<file path="src/rtl/dsg_pkg.sv">
package dsg_pkg;
   // Active-high decoded timing bits carried through the output register
   typedef struct packed {
      logic hs;
      logic vs;
      logic de;
      logic req;
      logic fs;
   } dsg_bits_t;

   function automatic int dsg_max(input int a, input int b);
      return (a > b) ? a : b;
   endfunction
endpackage

</file>
<file path="src/rtl/dsg_axis.sv">
// One timing axis: counter with wrap, sync pulse decode and active window decode
module dsg_axis #(
   parameter int CNT_W  = 18,
   parameter int PW_W   = 14,
   parameter int WAIT_W = 12,
   parameter int VAL_W  = 18
) (
   input  logic              clk,
   input  logic              rst_n,
   input  logic              live,
   input  logic              step,
   input  logic [CNT_W-1:0]  period,
   input  logic [PW_W-1:0]   pulse,
   input  logic [WAIT_W-1:0] wait_cnt,
   input  logic [VAL_W-1:0]  valid,
   output logic [CNT_W-1:0]  cnt,
   output logic              wrap,
   output logic              at_zero,
   output logic              in_pulse,
   output logic              in_window
);
   localparam int MW = dsg_pkg::dsg_max(dsg_pkg::dsg_max(CNT_W, PW_W),
                                        dsg_pkg::dsg_max(WAIT_W, VAL_W)) + 1;

   generate
      if (CNT_W < 2) begin : g_bad_cnt
         $error("dsg_axis: CNT_W must be at least 2");
      end
      if (WAIT_W > CNT_W) begin : g_bad_wait
         $error("dsg_axis: WAIT_W must not exceed CNT_W");
      end
   endgenerate

   logic [MW-1:0] cnt_x, per_x, pw_x, wait_x, val_x, next_x, ofs_x;

   assign cnt_x  = MW'(cnt);
   assign per_x  = MW'(period);
   assign pw_x   = MW'(pulse);
   assign wait_x = MW'(wait_cnt);
   assign val_x  = MW'(valid);
   assign next_x = cnt_x + 1'b1;
   assign ofs_x  = cnt_x - wait_x;

   // A period of 0 or 1 keeps the counter at zero
   assign wrap      = (next_x >= per_x);
   assign at_zero   = (cnt == '0);
   assign in_pulse  = (cnt_x < pw_x);
   assign in_window = (cnt_x >= wait_x) && (ofs_x < val_x);

   always_ff @(posedge clk or negedge rst_n) begin
      if (!rst_n)       cnt <= '0;
      else if (!live)   cnt <= '0;
      else if (step)    cnt <= wrap ? '0 : cnt + 1'b1;
   end

   a_r2_wrap_to_zero: assert property (@(posedge clk) disable iff (!rst_n)
      (live && step && wrap) |=> (cnt == '0));
   a_r2_count_up: assert property (@(posedge clk) disable iff (!rst_n)
      (live && step && !wrap) |=> (cnt == $past(cnt) + 1'b1));
   a_r7_idle_zero: assert property (@(posedge clk) disable iff (!rst_n)
      (!live) |=> (cnt == '0));
endmodule

</file>
<file path="src/rtl/dsg_out_stage.sv">
// Output register plus per-signal polarity selection
module dsg_out_stage (
   input  logic              clk,
   input  logic              rst_n,
   input  logic              live,
   input  dsg_pkg::dsg_bits_t d,
   input  logic              hs_act_high,
   input  logic              vs_act_high,
   input  logic              de_act_high,
   output logic              hsync,
   output logic              vsync,
   output logic              data_en,
   output logic              pix_req,
   output logic              frame_start
);
   dsg_pkg::dsg_bits_t q;

   always_ff @(posedge clk or negedge rst_n) begin
      if (!rst_n)     q <= '0;
      else if (!live) q <= '0;
      else            q <= d;
   end

   // Active-high state kept in the register; the level follows the polarity
   assign hsync       = ~(q.hs ^ hs_act_high);
   assign vsync       = ~(q.vs ^ vs_act_high);
   assign data_en     = ~(q.de ^ de_act_high);
   assign pix_req     = q.req;
   assign frame_start = q.fs;

   a_r7_idle_quiet: assert property (@(posedge clk) disable iff (!rst_n)
      (!live) |=> (q == '0));
   a_r4_de_implies_req: assert property (@(posedge clk) disable iff (!rst_n)
      q.de |-> q.req);
endmodule

</file>
<file path="src/rtl/dotclk_sync_gen.sv">
module dotclk_sync_gen #(
   parameter int HP_W        = 18,
   parameter int HPW_W       = 14,
   parameter int HW_W        = 12,
   parameter int HV_W        = 18,
   parameter int VP_W        = 16,
   parameter int VPW_W       = 18,
   parameter int VW_W        = 16,
   parameter int VV_W        = 16,
   parameter bit HPW_LEGACY  = 1'b0,
   parameter int LEGACY_PW_W = 8
) (
   input  logic             clk,
   input  logic             rst_n,
   input  logic             sync_en,
   input  logic             run,
   input  logic [HP_W-1:0]  h_period,
   input  logic [HPW_W-1:0] h_pulse,
   input  logic [HW_W-1:0]  h_wait,
   input  logic [HV_W-1:0]  h_valid,
   input  logic [VP_W-1:0]  v_period,
   input  logic [VPW_W-1:0] v_pulse,
   input  logic [VW_W-1:0]  v_wait,
   input  logic [VV_W-1:0]  v_valid,
   input  logic             hs_act_high,
   input  logic             vs_act_high,
   input  logic             de_act_high,
   input  logic             de_present,
   output logic             hsync,
   output logic             vsync,
   output logic             data_en,
   output logic             pix_req,
   output logic             frame_start
);
   // Sync-on state: started by sync_en, held by run until run drops
   logic live_q, live, run_eff;

   assign live    = sync_en | (run & live_q);
   assign run_eff = run & live;

   always_ff @(posedge clk or negedge rst_n) begin
      if (!rst_n) live_q <= 1'b0;
      else        live_q <= live;
   end

   // Hsync width field: full or legacy truncated
   logic [HPW_W-1:0] h_pulse_eff;

   generate
      if (HPW_LEGACY) begin : g_legacy_pw
         if (LEGACY_PW_W >= HPW_W) begin : g_bad_legacy
            $error("dotclk_sync_gen: LEGACY_PW_W must be below HPW_W");
         end
         assign h_pulse_eff = {{(HPW_W-LEGACY_PW_W){1'b0}}, h_pulse[LEGACY_PW_W-1:0]};
      end else begin : g_full_pw
         assign h_pulse_eff = h_pulse;
      end
   endgenerate

   logic [HP_W-1:0] h_cnt;
   logic [VP_W-1:0] v_cnt;
   logic h_wrap, h_zero, h_pulse_on, h_win;
   logic v_wrap, v_zero, v_pulse_on, v_win;

   dsg_axis #(.CNT_W(HP_W), .PW_W(HPW_W), .WAIT_W(HW_W), .VAL_W(HV_W)) u_h_axis (
      .clk       (clk),
      .rst_n     (rst_n),
      .live      (live),
      .step      (1'b1),
      .period    (h_period),
      .pulse     (h_pulse_eff),
      .wait_cnt  (h_wait),
      .valid     (h_valid),
      .cnt       (h_cnt),
      .wrap      (h_wrap),
      .at_zero   (h_zero),
      .in_pulse  (h_pulse_on),
      .in_window (h_win)
   );

   dsg_axis #(.CNT_W(VP_W), .PW_W(VPW_W), .WAIT_W(VW_W), .VAL_W(VV_W)) u_v_axis (
      .clk       (clk),
      .rst_n     (rst_n),
      .live      (live),
      .step      (h_wrap),
      .period    (v_period),
      .pulse     (v_pulse),
      .wait_cnt  (v_wait),
      .valid     (v_valid),
      .cnt       (v_cnt),
      .wrap      (v_wrap),
      .at_zero   (v_zero),
      .in_pulse  (v_pulse_on),
      .in_window (v_win)
   );

   dsg_pkg::dsg_bits_t dec;

   always_comb begin
      dec.hs  = h_pulse_on;
      dec.vs  = v_pulse_on;
      dec.req = run_eff & h_win & v_win;
      dec.de  = run_eff & h_win & v_win & de_present;
      dec.fs  = h_zero & v_zero;
   end

   dsg_out_stage u_out (
      .clk         (clk),
      .rst_n       (rst_n),
      .live        (live),
      .d           (dec),
      .hs_act_high (hs_act_high),
      .vs_act_high (vs_act_high),
      .de_act_high (de_act_high),
      .hsync       (hsync),
      .vsync       (vsync),
      .data_en     (data_en),
      .pix_req     (pix_req),
      .frame_start (frame_start)
   );

   // Last position of a frame leads back to the origin
   a_r6_frame_origin: assert property (@(posedge clk) disable iff (!rst_n)
      (live && h_wrap && v_wrap) |=> (h_zero && v_zero));
   // Run alone never starts a pixel request
   a_r8_req_needs_sync: assert property (@(posedge clk) disable iff (!rst_n)
      (!sync_en && !live_q) |=> !pix_req);
   // Vertical counter stays put between line wraps
   a_r3_line_steady: assert property (@(posedge clk) disable iff (!rst_n)
      (live && !h_wrap) |=> (v_cnt == $past(v_cnt)));
   // Horizontal count never reaches beyond a stable period once inside it
   a_r2_h_in_range: assert property (@(posedge clk) disable iff (!rst_n)
      (live && h_period > 1 && h_cnt < h_period && $stable(h_period)) |=> (h_cnt < h_period));
endmodule

</file>
<file path="config.mk">
export PLATFORM = sky130hd
export DESIGN_NAME = dotclk_sync_gen
export DESIGN_NICKNAME = d
export VERILOG_FILES = /design/src/rtl/dsg_pkg.sv /design/src/rtl/dsg_axis.sv /design/src/rtl/dsg_out_stage.sv /design/src/rtl/dotclk_sync_gen.sv
export SDC_FILE = /design/constraint.sdc
export NUM_CORES = 1
export LEC_CHECK = 0
export BUFFER_PORTS_ARGS = -buffer_cell sky130_fd_sc_hd__buf_2
export CAP_MARGIN = 20
export CORE_MARGIN = 5
export CORE_UTILIZATION = 56
export CTS_CLUSTER_DIAMETER = 40
export CTS_CLUSTER_SIZE = 24
export DETAILED_ROUTE_END_ITERATION = 8
export PLACE_DENSITY = 0.82
export SLEW_MARGIN = 20
export SYNTH_ARGS = -nofsm -noshare
export SYNTH_HDL_FRONTEND = slang
export SYNTH_SLANG_ARGS = --single-unit
</file>
<file path="constraint.sdc">
create_clock -name clk -period 5.8 [get_ports clk]
set_input_delay 0.58 -clock clk [delete_from_list [all_inputs] [get_ports clk]]
set_output_delay 0.58 -clock clk [all_outputs]
set_load 0.03 [all_outputs]
</file>
==> metrics.yaml <==
grt.overflow.total: 0
dp_hpwl_um: 13600
ios: 141
clockBufferDepth: 2
grt_max_degree: 41
grt_use_total: 0.244
antenna_found_initial: 0
vias_per_cell: 5.67
powerDensity_nw_per_um2: 153
critical_path_buf_inv_count: 1
report.final.slew_viol_count: 0
rsz0062_at_grt: "no"
cts.clk_slew.worst_paths_ps: 90
p_leak_nw: 4.12
routed_wl_um: 16200
critPathMaxFanout: 15
fmax_mhz: 246
timing.rr.start: "u_v_axis.cnt[2]"
fill_cells: 971
end_kind: "flip-flop"
ir_drop_mv: 0.0882
crit_path_start_kind: "flip-flop"
worst_slew_pin_slew_ps: 1020
finalSetupTns_ps: 0
yosys_warnings: 0
drtAntennaViolNets: 0
seq_area_frac_synth: 0.161
async_flop_share: 1.00
syn_to_final_growth_pct: 15.1
dieArea_um2: 13300
num_vias: 6177
finalCritPeriodShare: 0.700
fin_crit_ps: 4060
clock-root-buffer: "clkbuf_8"
synth-seq-cells: 40
firstDrtPassIters: 5
critical_path.top_delay_family: "compound AO/OA/AOI/OAI gates"
detail_route.wl_per_cell_um: 14.9
clk_latency_ps: 310
cts-buffers-inserted: 5
setup_viol: 0
relSlewSlack: 0.322
whs_ps: 392
r2r-end: "u_v_axis.cnt[5]"
critPathRequiredTime_ps: 6030
synth_flop_cell: "dfrtp_1"
n_antenna_cell: 0
coreArea_um2: 10800
synthCells: 815
avgSynthCellArea_um2: 7.63
cts_resized: 0
grt_pass1_wl_um: 26400
r2r_slack_ps: 1740
cts_hold_buf: 0
reg2reg_depth: 13
crit_path_frequent_cell: "and3_1"
cts_tree: "yes"
maxCapViolations: 0
rows: 38
grt_pass1_vias: 5752
cp.arrival_ps: 4290
first_iter_violations: 393
die_y_um: 115
critical_path_class: "reg2reg"
cts.sinks: 40
gp_congestion: 0.980
drc: 0
fin_nets: 1213
max_stage_delay_ps: 840
finalHoldViolCount: 0
ys_types: 65
synth_edf_count: 0
status: "finished, final reports clean"
crit_chain: "nand4_1, nor4_1, and4_1, and3_1, xnor2_1, inv_1, ha_1, and3_1, nand3_1, a21oi_1, a211oi_2, o211ai_2, o22ai_1"
drive_gt1_frac: 0.169
crit_slowest_cell: "a211oi_2"
htreeDepth: 2
netlist_area_um2: 6220
cts_setup_buffers: 0
die_w_um: 115
hp-class: "in2async"
io_buffer_count: 140
postSynthNetCount: 1079
skew_ps: 9.86
start_util: 0.574
-- worst max path at each step --
stage,from,to,slack [ps],cells past startpoint
2_1_floorplan,h_wait[0],u_out.q[2],2230,15
3_3_place_gp,h_wait[0],u_out.q[2],1850,16
3_5_place_dp,h_wait[0],u_out.q[2],1690,16
4_1_cts,u_h_axis.cnt[0],u_out.q[2],1790,16
5_1_grt,u_h_axis.cnt[0],u_out.q[2],1330,16
6_report,u_v_axis.cnt[2],u_v_axis.cnt[5],1740,13
-- cells in the final DEF (no fill, tap or decap), types with 5 or more instances in the layout --
master     count
o211ai_1       7
xnor2_1       33
and2_1         7
nand2_1       48
o21a_1         9
nand4_1       27
nand3_1       36
o21ai_1        8
a21o_1        18
dfrtp_1       40
nor2b_1        7
nor4_1        12
and4_1         5
a21oi_1       53
ha_1         126
inv_1        144
xor2_1        21
buf_2        140
and3_1        23
a32oi_1        5
nor3_1        20
clkbuf_8       5
nor2_1        46
o22ai_1        5
nand2b_1       9
o2111ai_1      5
o21ai_0       23
a211oi_1      10
-- Yosys cell counts (3+ instances only) --
cell,instances,share of area
o211ai_1,7,0.0085
ha_1,126,0.25
xor2_1,21,0.030
a2111oi_0,4,0.0056
nor2_1,46,0.028
clkbuf_1,11,0.0066
o21a_1,9,0.011
or3_1,4,0.0040
dfrtp_1,40,0.16
nand2_1,48,0.029
o21ai_1,8,0.0064
o2111ai_1,5,0.0070
o21ai_0,23,0.019
nand4_1,27,0.027
a21oi_1,53,0.043
a211oi_1,10,0.012
nor2b_1,7,0.0070
a21o_1,18,0.022
buf_2,3,0.0024
and2_1,7,0.0070
nand3_1,36,0.029
nor4_1,12,0.012
xnor2_1,33,0.046
a32oi_1,5,0.0070
and4_1,5,0.0070
and3_1,23,0.023
nor3_1,20,0.016
nand2b_1,9,0.0091
inv_1,144,0.087
o22ai_1,5,0.0050
-- worst reg2reg max path: stages, from the launching register on --
cell      delay (ps)
dfrtp_1          560
nand4_1          190
nor4_1           380
and4_1           280
and3_1           190
xnor2_1          150
inv_1             70
ha_1             280
and3_1           180
nand3_1           90
a21oi_1           60
a211oi_2         840
o211ai_2         420
o22ai_1          280
-- cell type report --
type                            instances  area (um^2)  area share
Sequential cell                        40         1000       0.140
Clock buffer                            5         68.8     0.00962
Timing Repair Buffer                  143          723       0.101
Multi-Input combinational cell        615         4600       0.643
Clock inverter                          3         46.3     0.00647
Tap cell                              140          175      0.0245
Inverter                              144          541      0.0755
-- registers in the layout, indices dropped and copies added, names as in the netlist --
| register | count |
|---|---|
| u_v_axis.cnt | 16 |
| u_out.q | 3 |
| u_out.pix_req | 1 |
| live_q | 1 |
| u_out.frame_start | 1 |
| u_h_axis.cnt | 18 |
-- per-stage QoR --
stage	cells	utilization	total power (W)	setup slack (ps)	instance area, um^2
2_1_floorplan	815	-	0.000699	2230	6220
3_3_place_gp	1082	0.649	0.000837	1850	7040
3_5_place_dp	1082	0.649	0.000855	1690	7040
4_1_cts	1090	0.660	0.00110	1790	7160
5_1_grt	1090	0.660	0.00119	1330	7160
6_report	1090	0.660	0.00110	1740	7160
-- per-layer routing --
metal	track usage	wire, um	up-vias
li1	-	-	3149
met1	0.350	7410	2763
met2	0.386	7220	228
met3	0.0216	1120	37
met4	0.0814	469	0
met5	0	0	-
-- kinds of logic (layout without fill, tap and decap cells) --
logic type	count (synthesis)	count (layout)	share of synthesized area
DFF	40	40	0.161
xor gates and xnor gates	54	54	0.0761
adders and majority gates	128	128	0.260
AOI/OAI and AO/OA	175	175	0.187
muxes	2	2	0.00342
and+or+nand+nor	256	256	0.213
buffers and inverters	160	295	0.0990
-- report_power, final --
group          leakage (nW)  internal (W)  total (W)  switching, W
Clock                0.0548      0.000130   0.000244      0.000114
Combinational          3.52      0.000236   0.000520      0.000284
Sequential            0.539      0.000296   0.000333     0.0000369
Total                  4.12      0.000662    0.00110      0.000436
(Power assumes the default switching activity.)
